File: src/rtl/dsi_pkg.sv
package dsi_pkg;
   localparam int OP_W    = 16;
   localparam int N_FORMS = 17;

   typedef struct packed {
      logic [OP_W-1:0] pat;
      logic [OP_W-1:0] mask;
      logic            dbr;   // delayed branch: makes next one a slot
      logic            pcw;   // writes the program counter
   } form_t;

   function automatic form_t form_at(input int i);
      form_t f;
      case (i)
         0:  f = '{16'h402B, 16'hF0FF, 1'b1, 1'b1}; // register jump
         1:  f = '{16'h400B, 16'hF0FF, 1'b1, 1'b1}; // register call
         2:  f = '{16'hA000, 16'hF000, 1'b1, 1'b1}; // relative branch
         3:  f = '{16'hB000, 16'hF000, 1'b1, 1'b1}; // relative call
         4:  f = '{16'h000B, 16'hFFFF, 1'b1, 1'b1}; // return
         5:  f = '{16'h002B, 16'hFFFF, 1'b1, 1'b1}; // exception return
         6:  f = '{16'h8D00, 16'hFF00, 1'b1, 1'b1}; // if-true delayed
         7:  f = '{16'h8F00, 16'hFF00, 1'b1, 1'b1}; // if-false delayed
         8:  f = '{16'h0023, 16'hF0FF, 1'b1, 1'b1}; // reg-relative branch
         9:  f = '{16'h0003, 16'hF0FF, 1'b1, 1'b1}; // reg-relative call
         10: f = '{16'h8900, 16'hFF00, 1'b0, 1'b1}; // if-true
         11: f = '{16'h8B00, 16'hFF00, 1'b0, 1'b1}; // if-false
         12: f = '{16'hC300, 16'hFF00, 1'b0, 1'b1}; // trap
         13: f = '{16'h0009, 16'hFFFF, 1'b0, 1'b0}; // no-op
         14: f = '{16'h6003, 16'hF00F, 1'b0, 1'b0}; // register move
         15: f = '{16'h7000, 16'hF000, 1'b0, 1'b0}; // add immediate
         default: f = '{16'hE000, 16'hF000, 1'b0, 1'b0}; // load immediate
      endcase
      return f;
   endfunction

   function automatic logic [N_FORMS-1:0] dbr_vec();
      logic [N_FORMS-1:0] v;
      for (int i = 0; i < N_FORMS; i++) v[i] = form_at(i).dbr;
      return v;
   endfunction

   function automatic logic [N_FORMS-1:0] pcw_vec();
      logic [N_FORMS-1:0] v;
      for (int i = 0; i < N_FORMS; i++) v[i] = form_at(i).pcw;
      return v;
   endfunction
endpackage

File: src/rtl/dsi_match.sv
module dsi_match
   import dsi_pkg::*;
#(
   parameter int W = OP_W,
   parameter int N = N_FORMS
) (
   input  logic [W-1:0] op,
   output logic         defined,
   output logic         is_dbr,
   output logic         is_pcw
);
   localparam logic [N-1:0] DBR_V = dbr_vec();
   localparam logic [N-1:0] PCW_V = pcw_vec();

   if (W != OP_W) begin : g_bad_w
      $error("dsi_match: table is built for %0d-bit opcodes", OP_W);
   end
   if (N != N_FORMS) begin : g_bad_n
      $error("dsi_match: form count must equal the table size");
   end

   logic [N-1:0] hit;

   for (genvar i = 0; i < N; i++) begin : g_form
      localparam form_t F = form_at(i);
      assign hit[i] = ((op & F.mask) == F.pat);
   end

   assign defined = |hit;
   assign is_dbr  = |(hit & DBR_V);
   assign is_pcw  = |(hit & PCW_V);
endmodule

File: src/rtl/dsi_classify.sv
module dsi_classify (
   input  logic valid,
   input  logic slot,
   input  logic defined,
   input  logic is_pcw,
   output logic gen_ill,
   output logic slot_ill
);
   always_comb begin
      gen_ill  = 1'b0;
      slot_ill = 1'b0;
      if (valid) begin
         if (slot) slot_ill = !defined || is_pcw;
         else      gen_ill  = !defined;
      end
   end
endmodule

File: src/rtl/dsi_slot_flag.sv
module dsi_slot_flag (
   input  logic clk,
   input  logic rst_n,
   input  logic valid,
   input  logic is_dbr,
   input  logic any_exc,
   output logic flag
);
   always_ff @(posedge clk) begin
      if (!rst_n)       flag <= 1'b0;
      else if (any_exc) flag <= 1'b0;
      else if (valid)   flag <= is_dbr;
   end
endmodule

File: src/rtl/dsi_detector.sv
module dsi_detector #(
   parameter int OPW     = 16,
   parameter bit REG_OUT = 1'b0
) (
   input  logic           clk,
   input  logic           rst_n,
   input  logic           dec_valid,
   input  logic [OPW-1:0] opcode,
   input  logic           in_slot,
   output logic           exc_general,
   output logic           exc_slot,
   output logic           slot_flag
);
   logic defined, is_dbr, is_pcw;
   logic gen_ill, slot_ill;

   dsi_match #(.W(OPW)) u_match (
      .op(opcode), .defined(defined), .is_dbr(is_dbr), .is_pcw(is_pcw)
   );

   dsi_classify u_cls (
      .valid(dec_valid), .slot(in_slot), .defined(defined),
      .is_pcw(is_pcw), .gen_ill(gen_ill), .slot_ill(slot_ill)
   );

   dsi_slot_flag u_flag (
      .clk(clk), .rst_n(rst_n), .valid(dec_valid), .is_dbr(is_dbr),
      .any_exc(gen_ill || slot_ill), .flag(slot_flag)
   );

   if (REG_OUT) begin : g_reg
      logic g_q, s_q;
      always_ff @(posedge clk) begin
         if (!rst_n) begin
            g_q <= 1'b0;
            s_q <= 1'b0;
         end else begin
            g_q <= gen_ill;
            s_q <= slot_ill;
         end
      end
      assign exc_general = g_q;
      assign exc_slot    = s_q;
   end else begin : g_comb
      assign exc_general = gen_ill;
      assign exc_slot    = slot_ill;
   end
endmodule

File: config.mk
export PLATFORM = sky130hd
export DESIGN_NAME = dsi_detector
export DESIGN_NICKNAME = d
export VERILOG_FILES = /design/src/rtl/dsi_pkg.sv /design/src/rtl/dsi_match.sv /design/src/rtl/dsi_classify.sv /design/src/rtl/dsi_slot_flag.sv /design/src/rtl/dsi_detector.sv
export SDC_FILE = /design/constraint.sdc
export NUM_CORES = 1
export LEC_CHECK = 0
export ABC_AREA = 0
export BUFFER_PORTS_ARGS = -buffer_cell sky130_fd_sc_hd__buf_2
export CORE_AREA = 2 2 39 41
export CTS_CLUSTER_DIAMETER = 60
export DETAILED_ROUTE_END_ITERATION = 10
export DIE_AREA = 0 0 41 43
export HOLD_SLACK_MARGIN = 0.05
export PLACE_DENSITY = 0.48
export RECOVER_POWER = 25
export SLEW_MARGIN = 10
export SYNTH_ARGS = -nofsm -noshare
export SYNTH_HDL_FRONTEND = slang
export SYNTH_SLANG_ARGS = --single-unit
File: constraint.sdc
create_clock -name clk -period 5.5 [get_ports clk]
set_clock_uncertainty 0.2 [all_clocks]
set_input_delay 1.1 -clock clk [delete_from_list [all_inputs] [get_ports clk]]
set_output_delay 1.1 -clock clk [all_outputs]
set_load 0.01 [all_outputs]
==> flow_summary.toml, run 1 <==
[drt]
postRouteAntennaNets = 0
drt_iter0_markers = 3
postRouteWirelength_um = 726
via_count = 343
dr.pass1.iters = 2
drc_errors = 0
avgRoutedWirePerCell_um = 10.4
post_drt_via_cell_ratio = 4.90

[final_layout]
multiInputGateArea_sq_um = 236
regArea_sq_um = 20.0
fillers = 157
fin_nets = 76
antenna_cells = 0
final_common_cell = "buf_2"
layoutNonFillerInstCount = 70
final_cell_mix = "buf_2, nand2_1"
areaGrowthSynthToFinish_pct = 49.5
final_util_pct = 28.1
regMostFlops = "u_flag.flag"
drive_gt1_share_pct = 51.9
largest_reg_flops = 1
top_regs = "u_flag.flag (1)"

[synth]
synth_area_sq_um = 260
ys_types = 24
ys_seq_area_share_pct = 7.69
ys_warn_count = 0
ys_ff_latch = 1
syn_inst = 32
syn_nets = 52
avgSynthCellArea_sq_um = 8.13

[power_and_ir_drop]
powerDensity_nw_per_um2 = 74.5
leakage_nw = 0.159
max-vdd-ir-drop_v = 0.0000474

[die]
design.die.area_sq_um = 1760
initial_core_util_pct = 18.8
core_area_sq_um = 1380
die_h_um = 43
num_io_pins = 23
fp-row-count = 14
fp.dieW_um = 41

[critical_path]
arrival_ns = 2.49
path_class = "in2out"
cp.depth = 6
cp_max_fo = 3
worstPathCellList = "buf_2 > or4_4 > a2111oi_4 > nor3_2 > and3_1 > buf_2"
cpLargestDelayFamily = "simple AND/OR/NAND/NOR gates"
crit_path_start_kind = "input port"
end_kind = "primary output"
cpPeakStageDelay_ns = 0.56
crit_top_cell = "buf_2"
worst_path_max_delay_cell = "or4_4"
crit_required_ns = 4.20
path_buf_inv = 2
ff2ff_path_depth = 2

[global_routing]
grt_use_total_pct = 8.70
gr-total-overflow = 0
grt_pass1_vias = 316
grt_start_max_net_pins = 7
grt_pass1_wl_um = 1150
grt_antenna_before_repair = 0

[flow_run]
maxCapViolations = 0

[sta]
final_max_slew_viol_count = 0
finalCritPeriodShare_pct = 68.9
min_period_ns = 3.79
finalSetupViolCount = 0
setup-tns-final_ns = 0
hold_viol = 0
rsz0062_at_grt = "false"
clock.fmax_mhz = 264
whs_ns = 0.346
relSlewSlack_pct = 78.2
worstMarginPinSlew_ns = 0.325

[placement]
portBuffers = 22
place_congestion = 0.691
dp_cells = 70

[run_status]
outcome = "finished clean"

[clocking]
clk_latency_ns = 0
cts_setup_buffers = 0
clk_pin_slew_worst_paths_ns = 0
cts_resized = 0
ctsHoldBuffers = 0

[hold_path]
worstHoldPathCells = 2
hp-class = "reg2reg"
worst paths after layout:
path	start	endpoint	slack, ns
setup / recovery	opcode[8]	exc_general	1.71
hold / removal	u_flag.flag$_SDFFE_PP0P_	u_flag.flag$_SDFFE_PP0P_	0.35
setup reg to reg	u_flag.flag$_SDFFE_PP0P_	u_flag.flag$_SDFFE_PP0P_	4.64
hold reg to reg	u_flag.flag$_SDFFE_PP0P_	u_flag.flag$_SDFFE_PP0P_	0.35
metrics by stage:
step                      worst slack [ns]  area [sq um]  total power, mW
after floorplan                       1.95           260           0.0173
after detailed placement              1.70           390           0.0292
after CTS                             1.69           390           0.0294
final                                 1.71           389           0.0290
after global placement                1.69           390           0.0293
after global routing                  1.65           389           0.0312
final cells by class:
type	count	area share, %
tap	16	5.14
sequential	1	5.14
timing repair buffer	22	28.0
multi-input combinational	30	60.8
inverter	1	0.965
cell families (layout without fill, tap and decap cells):
group | Yosys count | count (layout) | synth area share, %
compound gates | 7 | 7 | 25.0
buf+inv | 1 | 23 | 1.44
flops | 1 | 1 | 7.69
mux | 1 | 1 | 3.85
simple gates | 22 | 22 | 62.0
layer usage:
metal | track usage, % | wire length (um) | vias up
met5 | 0 | 0 | -
met4 | 2.00 | 0 | 0
met3 | 0 | 56 | 0
met2 | 15.6 | 350 | 13
met1 | 10.8 | 319 | 157
li1 | - | - | 173
cell usage after synthesis:
cell / n / area (sq um)
a211oi_1: 2 / 15.0
nor4_1: 1 / 6.26
nand4b_1: 1 / 8.76
a22oi_1: 1 / 7.51
inv_1: 1 / 3.75
o21ai_0: 1 / 5.00
or4b_4: 1 / 13.8
nor2b_1: 1 / 6.26
nand2_1: 4 / 15.0
nand2b_1: 1 / 6.26
and3_1: 1 / 6.26
or3_1: 1 / 6.26
dfxtp_1: 1 / 20.0
or4_4: 2 / 22.5
a21oi_1: 2 / 10.0
and2_1: 1 / 6.26
nor2_1: 2 / 7.51
nor3_2: 2 / 20.0
mux2i_1: 1 / 10.0
a2111oi_4: 1 / 27.5
nand3b_1: 1 / 7.51
or4bb_1: 1 / 11.3
nor4_2: 1 / 12.5
nor3_1: 1 / 5.00
worst register-to-register path: stages (launching register included):
cell and delay (ns):
dfxtp_1 0.29, o21ai_0 0.20, nor3_2 0.05
power breakdown:
group | internal (mW) | total [mW] | switching (mW) | leakage (nW)
registers | 0.00779 | 0.00795 | 0.000161 | 0.00819
logic | 0.0105 | 0.0210 | 0.0105 | 0.151
clock network | 0 | 0 | 0 | 0
total | 0.0183 | 0.0290 | 0.0107 | 0.159
No activity file was read; power rests on OpenSTA's default activity.
==> inputs of run 2 (changes only) <==
--- a/config.mk
+++ b/config.mk
@@ -5,14 +5,14 @@
 export SDC_FILE = /design/constraint.sdc
 export NUM_CORES = 1
 export LEC_CHECK = 0
-export ABC_AREA = 0
+export ABC_AREA = 1
 export BUFFER_PORTS_ARGS = -buffer_cell sky130_fd_sc_hd__buf_2
 export CORE_AREA = 2 2 39 41
 export CTS_CLUSTER_DIAMETER = 60
 export DETAILED_ROUTE_END_ITERATION = 10
 export DIE_AREA = 0 0 41 43
 export HOLD_SLACK_MARGIN = 0.05
-export PLACE_DENSITY = 0.48
+export PLACE_DENSITY = 0.53
 export RECOVER_POWER = 25
 export SLEW_MARGIN = 10
 export SYNTH_ARGS = -nofsm -noshare
==> constraint.sdc (replaced) <==
create_clock -name clk -period 3.3 [get_ports clk]
set_clock_uncertainty 0.2 [all_clocks]
set_input_delay 0.66 -clock clk [delete_from_list [all_inputs] [get_ports clk]]
set_output_delay 0.66 -clock clk [all_outputs]
set_load 0.01 [all_outputs]
==> flow_summary.toml, run 2 <==
[synth]
async_reset_ff_share_pct = 0
netlist_top_cells_area = "nand2_1, nor2_1, inv_1"
synth-edff-count = 0
ys_seq_area_share_pct = 6.81
syn_inst = 66
ys_ff_latch = 1
synth-main-ff-cell = "dfxtp_1"
avgSynthCellArea_sq_um = 4.46
ys_types = 12
synth_commonest_cells = "nand2_1, nor2_1, inv_1"
syn_nets = 86
synth_top_area_cell = "nand2_1"
synth_top_area_share_pct = 29.4
synth.most_common_cell = "nand2_1"
synth_area_sq_um = 294
ys_warn_count = 0

[sta]
finalSetupViolCount = 0
clock.fmax_mhz = 424
relSlewSlack_pct = 88.4
finalCritPeriodShare_pct = 71.4
worstMarginPinSlew_ns = 0.172
hold_viol = 0
min_period_ns = 2.36
rsz0062_at_grt = "false"
final_max_slew_viol_count = 0
setup-tns-final_ns = 0
whs_ns = 0.383

[final_layout]
drive_gt1_share_pct = 28.4
regMostFlops = "u_flag.flag"
final_common_cell = "nand2_1"
layoutNonFillerInstCount = 104
antenna_cells = 0
finalInstanceArea_sq_um = 423
areaGrowthSynthToFinish_pct = 43.8
final_util_pct = 30.6
final_cell_mix = "nand2_1, buf_2, nor2_1"
largest_reg_flops = 1
top_regs = "u_flag.flag (1)"
fin_nets = 110

[global_routing]
grt_use_total_pct = 8.09
grt_pass1_wl_um = 1090
grt_pass1_vias = 317
grt_start_max_net_pins = 5
grt_antenna_before_repair = 0
gr-total-overflow = 0

[hold_path]
hold_path_end = "u_flag.flag$_SDFFE_PP0P_"
hp-class = "reg2reg"
hold_start = "u_flag.flag$_SDFFE_PP0P_"
worstHoldPathCells = 3

[drt]
drt_iter0_markers = 2
post_drt_via_cell_ratio = 4.00
via_count = 416
drc_errors = 0
dr.pass1.iters = 2
postRouteWirelength_um = 696
postRouteAntennaNets = 0
avgRoutedWirePerCell_um = 6.69

[placement]
place_congestion = 0.752
place_area_sq_um = 424
dp_cells = 104
dpl.hpwl_um = 666
portBuffers = 22

[die]
design.die.area_sq_um = 1760
die_h_um = 43
fp-row-count = 14
num_io_pins = 23
core_area_sq_um = 1380
fp.dieW_um = 41
initial_core_util_pct = 21.2

[clocking]
clk_latency_ns = 0
ctsHoldBuffers = 0
cts_resized = 0
clk_pin_slew_worst_paths_ns = 0
cts_setup_buffers = 0

[critical_path]
end_kind = "primary output"
cp_max_fo = 4
ff2ff_path_depth = 3
r2r-start = "u_flag.flag$_SDFFE_PP0P_"
arrival_ns = 1.50
crit_path_start_kind = "input port"
crit_required_ns = 2.44
rrSetupSlack_ns = 2.42
reg2reg_to = "u_flag.flag$_SDFFE_PP0P_"
path_class = "in2out"

[flow_run]
maxCapViolations = 0

[power_and_ir_drop]
powerDensity_nw_per_um2 = 117
leakage_nw = 0.273
max-vdd-ir-drop_v = 0.0000301

[run_status]
outcome = "finished clean"
-- run 2: kinds of logic after synthesis --
family / after synthesis / share of synthesized area [%]
and+or+nand+nor: 48 / 68.9
DFF: 1 / 6.81
buffers and inverters: 13 / 16.6
AOI/OAI and AO/OA: 4 / 7.66
-- run 2: final cells by class --
cell class / count / area [sq um]
Sequential cell: 1 / 20.0
Multi-Input combinational cell: 52 / 225
Timing Repair Buffer: 22 / 109
Inverter: 13 / 48.8
Tap cell: 16 / 20.0
Fill cell: 178 / 961
-- run 2: worst max-delay path: stages --
cell,delay (ns)
buf_2,0.12
nor2_1,0.13
nand2_2,0.08
nor2_1,0.12
nand2_1,0.06
nand2_1,0.06
inv_1,0.04
nand4_1,0.06
nor2_1,0.04
buf_2,0.13
-- run 2: metal layers --
metal  track usage, %  up-vias  routed length [um]
li1                 -      240                   -
met1             11.4      168                 323
met2             14.1        8                 349
met3                0        0                  23
met4                0        0                   0
met5                0        -                   0
-- run 2: stage by stage --
step | worst slack (ns) | total power, mW
detailed placement | 0.939 | 0.0500
global placement | 0.948 | 0.0495
CTS | 0.939 | 0.0502
floorplan | 1.22 | 0.0312
global route | 0.821 | 0.0550
finish | 0.943 | 0.0494
-- run 2: power by group --
group / switching [mW] / internal [mW] / total, mW / leakage, nW
combinational: 0.0194 / 0.0167 / 0.0361 / 0.265
clock: 0 / 0 / 0 / 0
sequential: 0.000302 / 0.0130 / 0.0133 / 0.00821
total: 0.0197 / 0.0297 / 0.0494 / 0.273
-- run 2: worst max-delay path by stage --
stage,start,endpoint,slack [ns]
floorplan,opcode[0],exc_general,1.22
global placement,opcode[12],exc_general,0.95
detailed placement,opcode[15],exc_general,0.94
CTS,opcode[15],exc_general,0.94
global route,opcode[10],exc_general,0.82
finish,opcode[15],exc_general,0.94
